==> config.mk <==
export PLATFORM = sky130hd
export DESIGN_NAME = probe_streamer
export DESIGN_NICKNAME = d
export VERILOG_FILES = /design/src/rtl/probe_stream_pkg.sv /design/src/rtl/probe_bank.sv /design/src/rtl/frame_shifter.sv /design/src/rtl/probe_streamer.sv
export SDC_FILE = /design/constraint.sdc
export NUM_CORES = 1
export LEC_CHECK = 0
export BUFFER_PORTS_ARGS = -buffer_cell sky130_fd_sc_hd__buf_4
export CAP_MARGIN = 20
export CORE_UTILIZATION = 46
export CTS_BUF_LIST = sky130_fd_sc_hd__clkbuf_4 sky130_fd_sc_hd__clkbuf_8
export DETAILED_ROUTE_END_ITERATION = 7
export PLACE_DENSITY = 0.61
export SYNTH_ARGS = -nofsm -noshare
export SYNTH_HDL_FRONTEND = slang
export SYNTH_HIERARCHICAL = 1
export SYNTH_SLANG_ARGS = --single-unit
export TNS_END_PERCENT = 100
==> constraint.sdc <==
create_clock -name clk -period 1.8 [get_ports clk]
set_input_delay 0.36 -clock clk [delete_from_list [all_inputs] [get_ports clk]]
set_output_delay 0.36 -clock clk [all_outputs]
set_load 0.005 [all_outputs]
==> src/rtl/probe_stream_pkg.sv <==
package probe_stream_pkg;

    parameter int unsigned PS_NUM_PROBES = 4;
    parameter int unsigned PS_WORD_W     = 10;
    parameter int unsigned PS_NARROW_W   = 8;
    parameter int unsigned PS_ADDR_W     = 3;

    localparam int unsigned PS_FRAME_W = PS_NUM_PROBES * PS_WORD_W;
    localparam int unsigned PS_CNT_W   = $clog2(PS_FRAME_W);
    localparam logic [PS_ADDR_W-1:0] PS_ENABLE_ADDR = PS_ADDR_W'(PS_NUM_PROBES);

    typedef enum logic [1:0] {
        ST_IDLE  = 2'd0,
        ST_START = 2'd1,
        ST_DATA  = 2'd2
    } ps_state_e;

    typedef struct packed {
        logic                 we;
        logic [PS_ADDR_W-1:0] addr;
        logic [PS_WORD_W-1:0] data;
    } ps_wr_t;

    // Probe 0 keeps the full word; the others keep only the narrow field.
    function automatic logic [PS_WORD_W-1:0] ps_fit(input logic [PS_WORD_W-1:0] v,
                                                    input int unsigned idx);
        logic [PS_WORD_W-1:0] mask;
        mask = '0;
        mask[PS_NARROW_W-1:0] = '1;
        return (idx == 0) ? v : (v & mask);
    endfunction

endpackage

==> src/rtl/probe_bank.sv <==
module probe_bank
    import probe_stream_pkg::*;
(
    input  logic                  clk,
    input  logic                  rst,
    input  ps_wr_t                wr,
    output logic [PS_FRAME_W-1:0] frame_o,
    output logic                  en_o
);

    for (genvar g = 0; g < PS_NUM_PROBES; g++) begin : g_probe
        logic [PS_WORD_W-1:0] word_q;

        always_ff @(posedge clk) begin
            if (rst) begin
                word_q <= '0;
            end else if (wr.we && wr.addr == PS_ADDR_W'(g)) begin
                word_q <= ps_fit(wr.data, g);
            end
        end

        // Probe 0 occupies the most significant word so it is sent first.
        assign frame_o[PS_FRAME_W-1-g*PS_WORD_W -: PS_WORD_W] = word_q;
    end

    always_ff @(posedge clk) begin
        if (rst) begin
            en_o <= 1'b0;
        end else if (wr.we && wr.addr == PS_ENABLE_ADDR) begin
            en_o <= wr.data[0];
        end
    end

endmodule

==> src/rtl/frame_shifter.sv <==
module frame_shifter
    import probe_stream_pkg::*;
(
    input  logic                  clk,
    input  logic                  rst,
    input  logic                  en_i,
    input  logic                  start_i,
    input  logic [PS_FRAME_W-1:0] frame_i,
    output logic                  ser_o,
    output logic                  stb_o,
    output logic                  busy_o
);

    localparam logic [PS_CNT_W-1:0] LAST = PS_CNT_W'(PS_FRAME_W - 1);

    ps_state_e             state_q;
    logic [PS_CNT_W-1:0]   cnt_q;
    logic [PS_FRAME_W-1:0] shreg_q;

    always_ff @(posedge clk) begin
        if (rst) begin
            state_q <= ST_IDLE;
            cnt_q   <= '0;
            shreg_q <= '0;
        end else if (!en_i) begin
            state_q <= ST_IDLE;
            cnt_q   <= '0;
        end else begin
            unique case (state_q)
                ST_IDLE: begin
                    if (start_i) begin
                        state_q <= ST_START;
                        shreg_q <= frame_i;
                        cnt_q   <= '0;
                    end
                end
                ST_START: state_q <= ST_DATA;
                ST_DATA: begin
                    shreg_q <= shreg_q << 1;
                    if (cnt_q == LAST) begin
                        state_q <= ST_IDLE;
                        cnt_q   <= '0;
                    end else begin
                        cnt_q <= cnt_q + 1'b1;
                    end
                end
                default: state_q <= ST_IDLE;
            endcase
        end
    end

    always_comb begin
        busy_o = en_i && (state_q != ST_IDLE);
        stb_o  = en_i && (state_q == ST_DATA);
        ser_o  = en_i && ((state_q == ST_START) ||
                          (state_q == ST_DATA && shreg_q[PS_FRAME_W-1]));
    end

    assert_start_bit_R3: assert property (@(posedge clk) disable iff (rst)
        $rose(busy_o) |-> (ser_o && !stb_o));

    assert_strobe_inside_R4: assert property (@(posedge clk) disable iff (rst)
        stb_o |-> busy_o);

    assert_burst_len_R6: assert property (@(posedge clk) disable iff (rst)
        ($fell(busy_o) && en_i) |-> ($past(cnt_q) == LAST));

    assert_no_restart_R8: assert property (@(posedge clk) disable iff (rst)
        (state_q == ST_DATA && cnt_q != LAST && en_i)
            |=> (state_q == ST_DATA && cnt_q == $past(cnt_q) + 1'b1));

    assert_quiet_disabled_R9: assert property (@(posedge clk) disable iff (rst)
        !en_i |=> !busy_o);

endmodule

==> src/rtl/probe_streamer.sv <==
module probe_streamer
    import probe_stream_pkg::*;
(
    input  logic                 clk,
    input  logic                 rst,
    input  logic                 wr_en,
    input  logic [PS_ADDR_W-1:0] wr_addr,
    input  logic [PS_WORD_W-1:0] wr_data,
    input  logic                 pass_start,
    output logic                 busy,
    output logic                 ser_out,
    output logic                 ser_strobe
);

    ps_wr_t                wr;
    logic [PS_FRAME_W-1:0] frame;
    logic                  en;

    assign wr = '{we: wr_en, addr: wr_addr, data: wr_data};

    probe_bank u_bank (
        .clk     (clk),
        .rst     (rst),
        .wr      (wr),
        .frame_o (frame),
        .en_o    (en)
    );

    frame_shifter u_shift (
        .clk     (clk),
        .rst     (rst),
        .en_i    (en),
        .start_i (pass_start),
        .frame_i (frame),
        .ser_o   (ser_out),
        .stb_o   (ser_strobe),
        .busy_o  (busy)
    );

    // Disabling takes effect on the pin right after the write edge.
    assert_abort_low_R10: assert property (@(posedge clk) disable iff (rst)
        (wr_en && wr_addr == PS_ENABLE_ADDR && !wr_data[0]) |=> (!ser_out && !busy));

endmodule

==> results_dict.tcl, run 1 <==
set metrics [dict create \
    grt_pass1_vias 2831 \
    relSlewSlack 0.660 \
    final_cell_mix "nand2_1, dfxtp_1, nand2b_1" \
    end_kind "output pin" \
    dpl.hpwl_mm 5.10 \
    synthArstFlopShare 0 \
    status "finished, final reports clean" \
    drt-initial-drc-count 150 \
    synth_compound_area_frac 0.176 \
    synthMuxAreaShare 0.0946 \
    dp_slack_ns 0.251 \
    clkPwrFrac 0.395 \
    pwr-share-comb 0.062 \
    synth_edf_count 0 \
    switching_share 0.233 \
    cts_tree "done" \
    r2r-end "u_shift/shreg_q[6]$_SDFFE_PP0P_" \
    htreeDepth 3 \
    crit_family "flip-flops" \
    crit_start "u_shift/state_q[1]$_SDFFE_PP0P_" \
    worstPathCellList "nor2b_4 > nand2_1 > a21oi_1 > buf_4" \
    path_class "reg2out" \
    synth-simple-area-share 0.219 \
    ir_drop_mv 0.446 \
    clkLatencyLatePin_ns 0.35 \
    skew_ns 0.00960 \
    firstDrtPassIters 4 \
    gr-usage-all-layers 0.213 \
    cts_setup_buffers 0 \
    synth_seq_cells 83 \
    reg2reg_from "u_shift/state_q[0]$_SDFFE_PP0P_" \
    power.density_nw_per_um2 833 \
    die_y_um 91.7 \
    start_util 0.477 \
    r2r_slack_ns 0.30 \
    worst_pin_slew_ns 0.510 \
    final_nets 441 \
    worst-path-buf-inv 1 \
    rows 32 \
    fin_setup_tns_ns 0 \
    grt-ovfl-total 0 \
    num_antenna_cells 0 \
    min_path_cells 2 \
    reg2regPathDepth 4 \
    drive_gt1_frac 0.126 \
    startpoint_type "flop" \
    wl_met2_mm 3.96 \
    final_antenna_net_count 0 \
    grt_pass1_wl_mm 14.1 \
    grt_max_degree 42 \
    synth_ff_type "dfxtp_1" \
    ys_warn_count 6 \
    synth_xor_area_frac 0 \
    ios 20 \
    dr_wl_met3_um 339 \
    core-area_um2 7770 \
    fmax_mhz 608 \
    drt-total-wl_mm 8.38 \
    syn_inst 417 \
    slowest_delay_ns 0.39 \
    hold_viol 0 \
    synth.avg_cell_area_um2 8.88 \
    hold_ws_ns 0.260 \
    wl_met1_mm 4.00 \
    rsz0062_at_grt "no" \
    syn_area_um2 3700 \
    top_layer "met4" \
    fillers 794 \
    p_int_mw 2.66 \
    synthDistinctLibCells 36 \
    switchingPower_uw 805 \
    dieWidth_um 91.7 \
    power_frac_seq 0.543 \
    drv_slew 0 \
    yosysSeqAreaShare 0.449 \
    drc 0 \
    min_from "pass_start" \
    dieArea_um2 8410 \
    antenna_found_initial 0 \
    via_per_inst 5.46 \
    arrival_ns 1.28 \
    fin_ws_ns 0.155 \
    synth_fa_ha_area_frac 0.00338 \
    synth_top_family_by_area "simple AND/OR/NAND/NOR gates" \
    cts-root-buf "clkbuf_8" \
    area_delta_synth_final_pct 12.3 \
    vias 2896 \
    path_max_fanout 7 \
    power_leakage_nw 1.46 \
    period_minus_slack_ns 1.64 \
    cp.required_ns 1.44 \
    hp-class "in2reg" \
    cp_slowest_cell "dfxtp_4" \
    numCtsBuffers 9 \
    finalSetupViolCount 0 \
    io_buffers 19 \
    clk_pin_slew_ns 0.08 \
    final_common_cell "nand2_1" \
    clk_path_buf_depth 2 \
    min_period_over_period 0.914 \
    avgRoutedWirePerCell_um 15.8 \
    maxCapViolCount 0 \
    cts_sinks 83 \
    place_congestion 0.762 \
    min_to "u_shift/state_q[0]$_SDFFE_PP0P_" \
]
## flip-flops by register name, indices dropped and copies added, names as in the netlist
register	flops
u_bank/en_o	1
u_bank/g_probe.word_q	34
u_shift/cnt_q	6
u_shift/shreg_q	40
u_shift/state_q	2
## synth_stat cells (2+ instances only)
library cell	instances	share of area
dfxtp_1	83	0.45
o211ai_1	2	0.0041
buf_2	17	0.023
nand2b_1	49	0.083
nor2_1	5	0.0051
a311oi_1	40	0.095
nand4bb_1	3	0.0091
mux2i_1	35	0.095
nand3_1	6	0.0081
nor2b_1	2	0.0034
buf_4	7	0.014
or4b_1	2	0.0054
nand2_1	83	0.084
a21oi_1	43	0.058
clkbuf_1	19	0.019
## power by group through the flow
| stage | sequential, mW | clock [mW] | combinational, mW |
|---|---|---|---|
| 2_1_floorplan | 1.92 | 0 | 0.144 |
| 3_3_place_gp | 1.92 | 0 | 0.212 |
| 3_5_place_dp | 1.92 | 0 | 0.214 |
| 4_1_cts | 1.88 | 1.40 | 0.215 |
| 5_1_grt | 1.88 | 1.47 | 0.234 |
| 6_report | 1.88 | 1.37 | 0.214 |
## layout make-up
type / count / area (um^2) / share of cell area
repair buffers: 33 / 298 / 0.0716
clock inverters: 5 / 62.6 / 0.0150
flip-flops and latches: 83 / 1670 / 0.400
inverters: 1 / 3.75 / 0.000903
well taps: 102 / 128 / 0.0307
multi-input cells: 295 / 1860 / 0.446
clock buffers: 11 / 145 / 0.0349
## how the worst max path moves through the flow
stage	endpoint	depth (start not counted)
2_1_floorplan	ser_out	5
3_3_place_gp	u_bank/g_probe[0].word_q[3]$_SDFFE_PP0P_	3
3_5_place_dp	u_bank/g_probe[0].word_q[0]$_SDFFE_PP0P_	3
4_1_cts	ser_out	4
5_1_grt	ser_out	4
6_report	ser_out	4
## routing by layer
| metal | track usage | up-vias |
|---|---|---|
| met5 | 0 | - |
| li1 | - | 1473 |
| met4 | 0.0547 | 0 |
| met2 | 0.346 | 44 |
| met1 | 0.287 | 1371 |
| met3 | 0.0473 | 8 |
## cells by family after synthesis
kind of cell / after synthesis
muxes: 35
DFF: 83
other: 1
buffers and inverters: 44
and+or+nand+nor: 159
AOI/OAI and AO/OA: 94
adders and majority gates: 1
## repair_timing
| item | 4_1_cts | 5_1_grt |
|---|---|---|
| resized for setup | 1 | 2 |
| setup endpoints to repair | 1 | 1 |
| hold buffers | 0 | 0 |
## stage by stage
step | total power, mW | instances | util | area, um^2
3_3_place_gp | 2.14 | 514 | 0.508 | 3940
4_1_cts | 3.50 | 530 | 0.535 | 4160
3_5_place_dp | 2.14 | 514 | 0.508 | 3940
5_1_grt | 3.59 | 530 | 0.535 | 4160
2_1_floorplan | 2.06 | 422 | - | 3720
6_report | 3.46 | 530 | 0.535 | 4160
Note: power is estimated with default switching activity, not from simulation.
==> run 2: changes to the inputs <==
--- a/config.mk
+++ b/config.mk
@@ -11,6 +11,7 @@
 export CTS_BUF_LIST = sky130_fd_sc_hd__clkbuf_4 sky130_fd_sc_hd__clkbuf_8
 export DETAILED_ROUTE_END_ITERATION = 7
 export PLACE_DENSITY = 0.61
+export SLEW_MARGIN = 20
 export SYNTH_ARGS = -nofsm -noshare
 export SYNTH_HDL_FRONTEND = slang
 export SYNTH_HIERARCHICAL = 1
==> constraint.sdc (replaced) <==
create_clock -name clk -period 1.6 [get_ports clk]
set_input_delay 0.32 -clock clk [delete_from_list [all_inputs] [get_ports clk]]
set_output_delay 0.32 -clock clk [all_outputs]
set_load 0.005 [all_outputs]
==> run 2 against run 1 <==
Effect of this change:
- via count up 1.7%
- core utilization is 0.56 points higher
- setup slack got worse by 0.090 ns
- critical path type unchanged
- sequential power up 12%
- final area is 1.1% higher
- first-iteration DRC count shrank 15%
- register-to-register slack worse by 0.14 ns
- total power grew 14%
- clock power grew 15%
- hold slack got worse by 0.030 ns
- global-route usage fell by 0.27 points
- sequential share of layout area is 0.39 points lower
==> results_dict.tcl, run 2 (same netlist as run 1, synthesis figures left out) <==
set metrics [dict create \
    status "finished, final reports clean" \
    slowest_delay_ns 0.39 \
    dieWidth_um 91.7 \
    final_cell_mix "nand2_1, dfxtp_1, nand2b_1" \
    area_delta_synth_final_pct 13.5 \
    dp_cells 515 \
    dieArea_um2 8410 \
    fmax_mhz 652 \
    clk_path_buf_depth 2 \
    switchingPower_uw 954 \
    crit_start "u_shift/state_q[1]$_SDFFE_PP0P_" \
    drv_slew 0 \
    cts-root-buf "clkbuf_8" \
    dp_slack_ns 0.0294 \
    r2r-end "u_shift/shreg_q[12]$_SDFFE_PP0P_" \
    end_kind "output pin" \
    drc 0 \
    drt-total-wl_mm 8.46 \
    startpoint_type "flop" \
    p_int_mw 2.98 \
    final_antenna_net_count 0 \
    gr-usage-all-layers 0.210 \
    grt_pass1_wl_mm 14.0 \
    skew_ns 0.0133 \
    power_leakage_nw 1.49 \
    finalSetupViolCount 0 \
    io_buffers 19 \
    drive_gt1_frac 0.139 \
    min_period_over_period 0.959 \
    period_minus_slack_ns 1.53 \
    hold_viol 0 \
    clkLatencyLatePin_ns 0.35 \
    cts_sinks 83 \
    drt-initial-drc-count 127 \
    grt-ovfl-total 0 \
    pwr-share-comb 0.062 \
    p_total_mw 3.94 \
    place_congestion 0.739 \
    rows 32 \
    htreeDepth 3 \
    power.density_nw_per_um2 937 \
    top_register "u_shift/shreg_q" \
    maxCapViolCount 0 \
    clkPwrFrac 0.401 \
    clk_pin_slew_ns 0.09 \
    rsz0062_at_grt "no" \
    endpoint "ser_out" \
    path_class "reg2out" \
    final_common_cell "nand2_1" \
    reg2regPathDepth 4 \
    core-area_um2 7770 \
    hold_buffers 0 \
    num_antenna_cells 0 \
    via_per_inst 5.53 \
    worstPathCellList "nor2b_4 > nand2_1 > a21oi_2 > buf_4" \
    largest_reg_flops 40 \
    ir_drop_mv 0.416 \
    cts_tree "done" \
    firstDrtPassIters 4 \
    path_max_fanout 7 \
    reg2reg_from "u_shift/state_q[0]$_SDFFE_PP0P_" \
    power_frac_seq 0.537 \
    start_util 0.477 \
    grt_pass1_vias 2778 \
    hp-class "in2reg" \
    die_y_um 91.7 \
    numCtsBuffers 9 \
    fin_ws_ns 0.0657 \
    arrival_ns 1.21 \
    final_nets 444 \
    antenna_found_initial 0 \
    cp.required_ns 1.28 \
    fin_cells 533 \
    fin_setup_tns_ns 0 \
    hold_ws_ns 0.230 \
    ios 20 \
    avgRoutedWirePerCell_um 15.9 \
    switching_share 0.242 \
    cp_slowest_cell "dfxtp_4" \
    vias 2946 \
    grt_max_degree 56 \
    r2r_slack_ns 0.16 \
    reg_top3 "u_shift/shreg_q: 40 flops, u_bank/g_probe.word_q: 34 flops, u_shift/cnt_q: 6 flops" \
    dpl.hpwl_mm 5.04 \
]
## run 2: cell type report
class | instances | area [um^2]
clock buffer | 10 | 138
sequential | 83 | 1670
tap | 102 | 128
timing repair buffer | 36 | 333
clock inverter | 6 | 71.3
inverter | 1 | 3.75
multi-input combinational | 295 | 1860
fill | 766 | 3560
## run 2: worst min path at each step
stage | from | to | slack [ns] | cells after the start
2_1_floorplan | u_bank/en_o$_SDFFE_PP0P_ | u_bank/en_o$_SDFFE_PP0P_ | 0.45 | 2
3_3_place_gp | u_bank/g_probe[3].word_q[3]$_SDFFE_PP0P_ | u_bank/g_probe[3].word_q[3]$_SDFFE_PP0P_ | 0.46 | 2
5_1_grt | wr_data[9] | u_bank/g_probe[0].word_q[9]$_SDFFE_PP0P_ | 0.23 | 3
4_1_cts | wr_data[9] | u_bank/g_probe[0].word_q[9]$_SDFFE_PP0P_ | 0.22 | 3
6_report | wr_data[9] | u_bank/g_probe[0].word_q[9]$_SDFFE_PP0P_ | 0.23 | 3
3_5_place_dp | u_bank/g_probe[3].word_q[0]$_SDFFE_PP0P_ | u_bank/g_probe[3].word_q[0]$_SDFFE_PP0P_ | 0.46 | 2
## run 2: metrics by stage
| stage | cell area [um^2] | utilization |
|---|---|---|
| floorplan | 3720 | - |
| global placement | 3960 | 0.510 |
| detailed placement | 3960 | 0.510 |
| CTS | 4190 | 0.539 |
| global route | 4200 | 0.541 |
| finish | 4200 | 0.541 |
## run 2: power groups by stage
stage | registers [mW] | logic (mW) | clock network, mW
final | 2.11 | 0.243 | 1.58
after global routing | 2.12 | 0.267 | 1.70
after CTS | 2.11 | 0.244 | 1.62
after detailed placement | 2.16 | 0.243 | 0
after global placement | 2.16 | 0.240 | 0
after floorplan | 2.16 | 0.162 | 0
## run 2: repair_timing
item	CTS	global route
buffers inserted	1	1
pin swaps	0	1
gates resized for setup	3	3
endpoints found under the setup margin	1	2
## run 2: worst max-delay path: cells and delay by family (launching register included)
kind                   cells  cell delay (ns)
DFF                        1             0.39
AOI/OAI and AO/OA          1             0.12
and+or+nand+nor            2             0.24
buffers and inverters      1             0.12
## run 2: layer usage
layer	global-route usage	up-vias	share of wire
met5	0	-	0
met4	0.0664	0	0.012
met3	0.0299	8	0.025
met2	0.344	47	0.46
met1	0.287	1409	0.50
li1	-	1482	-
==> run 3: changes to the inputs <==
--- a/config.mk
+++ b/config.mk
@@ -5,8 +5,9 @@
 export SDC_FILE = /design/constraint.sdc
 export NUM_CORES = 1
 export LEC_CHECK = 0
-export BUFFER_PORTS_ARGS = -buffer_cell sky130_fd_sc_hd__buf_4
+export BUFFER_PORTS_ARGS = -buffer_cell sky130_fd_sc_hd__buf_2
 export CAP_MARGIN = 20
+export CORE_MARGIN = 4
 export CORE_UTILIZATION = 46
 export CTS_BUF_LIST = sky130_fd_sc_hd__clkbuf_4 sky130_fd_sc_hd__clkbuf_8
 export DETAILED_ROUTE_END_ITERATION = 7
==> run 3 against run 2 <==
Effect of this change:
- non-clock buffer count shrank 1
- final area down 1.3%
- critical path depth stayed put
- first-iteration DRC count up 39%
- via count is 0.24% lower
- sequential share of layout area up 0.54 points
- register-to-register slack worse by 0.03 ns
==> results_dict.tcl, run 3 (same netlist as run 1, synthesis figures left out) <==
set metrics [dict create \
    start_util 0.477 \
    clkLatencyLatePin_ns 0.35 \
    grt_max_degree 45 \
    area_delta_synth_final_pct 12.0 \
    via_per_inst 5.52 \
    dieWidth_um 97.7 \
    power.density_nw_per_um2 920 \
    final_antenna_net_count 0 \
    grt_pass1_vias 2742 \
    num_antenna_cells 0 \
    grt-ovfl-total 0 \
    drt-total-wl_mm 8.34 \
    arrival_ns 1.20 \
    place_congestion 0.780 \
    cts_tree "done" \
    gr-usage-all-layers 0.178 \
    fmax_mhz 657 \
    worst_pin_slew_ns 0.661 \
    cts-root-buf "clkbuf_8" \
    end_kind "output pin" \
    min_period_over_period 0.951 \
    hold_viol 0 \
    reg_top3 "u_shift/shreg_q: 40 flops, u_bank/g_probe.word_q: 34 flops, u_shift/cnt_q: 6 flops" \
    fin_setup_tns_ns 0 \
    drt-initial-drc-count 177 \
    vias 2939 \
    drive_gt1_frac 0.140 \
    dp_cells 515 \
    core-area_um2 7770 \
    reg2reg_from "u_shift/state_q[1]$_SDFFE_PP0P_" \
    clk_path_buf_depth 2 \
    path_class "reg2out" \
    drv_slew 0 \
    period_minus_slack_ns 1.52 \
    status "finished, final reports clean" \
    top_register "u_shift/shreg_q" \
    final_cell_mix "nand2_1, dfxtp_1, nand2b_1" \
    final_common_cell "nand2_1" \
    power_leakage_nw 1.47 \
    maxCapViolCount 0 \
    path_max_fanout 4 \
    relSlewSlack 0.553 \
    dpl.hpwl_mm 5.28 \
    crit_start "u_shift/state_q[1]$_SDFFE_PP0P_" \
    rows 32 \
    hp-class "in2reg" \
    rsz0062_at_grt "yes" \
    dieArea_um2 9550 \
    numCtsBuffers 9 \
    skew_ns 0.0103 \
    final_nets 443 \
    largest_reg_flops 40 \
    drc 0 \
    clk_pin_slew_ns 0.09 \
    grt_pass1_wl_mm 13.9 \
    die_y_um 97.7 \
    startpoint_type "flop" \
    io_buffers 19 \
    avgRoutedWirePerCell_um 15.7 \
    ios 20 \
    fin_cells 532 \
    cts_sinks 83 \
    finalSetupViolCount 0 \
    htreeDepth 3 \
    hold_buffers 0 \
    cp.required_ns 1.28 \
    firstDrtPassIters 4 \
    antenna_found_initial 0 \
    ir_drop_mv 0.664 \
    min_from "wr_data[9]" \
]
-- run 3: cell types whose count changed in the layout (fill, tap and decap cells not counted), sizes merged --
| cell | before | now |
|---|---|---|
| clkinv | 1 | 4 |
| inv | 3 | 1 |
| buf | 36 | 35 |
| clkbuf | 10 | 9 |
-- run 3: worst max-delay path, cell delays in order (launching register included) --
cell	delay (ns)
dfxtp_4	0.37
nor2b_4	0.19
nand2_2	0.07
a21oi_2	0.11
buf_2	0.12
-- run 3: layer usage --
| layer | share of wire | global-route usage | up-vias |
|---|---|---|---|
| li1 | - | - | 1486 |
| met1 | 0.48 | 0.242 | 1388 |
| met2 | 0.48 | 0.288 | 57 |
| met3 | 0.031 | 0.0373 | 8 |
| met4 | 0.0086 | 0.0511 | 0 |
| met5 | 0 | 0 | - |
-- run 3: layout make-up --
type / instances / area (um^2)
Clock buffer: 9 / 124
Clock inverter: 7 / 68.8
Fill cell: 725 / 3620
Inverter: 1 / 3.75
Multi-Input combinational cell: 295 / 1870
Sequential cell: 83 / 1670
Tap cell: 102 / 128
Timing Repair Buffer: 35 / 290
-- run 3: report_power, final --
| group | total [mW] | leakage (nW) | internal [mW] | switching [mW] |
|---|---|---|---|---|
| clock | 1.46 | 0.0950 | 0.715 | 0.749 |
| combinational | 0.237 | 0.701 | 0.103 | 0.134 |
| sequential | 2.11 | 0.672 | 2.10 | 0.0186 |
| total | 3.82 | 1.47 | 2.91 | 0.901 |
-- run 3: path summary, 6_finish.rpt --
kind	to	slack, ns	depth (start not counted)
worst max-delay path	ser_out	0.08	4
worst max register to register	u_shift/shreg_q[16]$_SDFFE_PP0P_	0.13	5
worst min-delay path	u_bank/g_probe[0].word_q[9]$_SDFFE_PP0P_	0.23	3
worst min register to register	u_shift/shreg_q[0]$_SDFFE_PP0P_	0.47	2
-- run 3: stage by stage --
step	setup slack [ns]	util	total power [mW]	hold slack, ns	instance area [um^2]
3_5_place_dp	0.0523	0.506	2.40	0.461	3930
3_3_place_gp	0.0599	0.506	2.40	0.461	3930
6_report	0.0787	0.534	3.82	0.228	4150
2_1_floorplan	0.182	-	2.32	0.447	3720
5_1_grt	-0.0114	0.534	3.98	0.233	4150
4_1_cts	-0.000573	0.532	3.86	0.218	4130
-- run 3: repair_timing --
action                                  CTS  global route
setup buffers                             0             1
endpoints found under the setup margin    1             2
resized for setup                         4             3
pin swaps                                 1             0
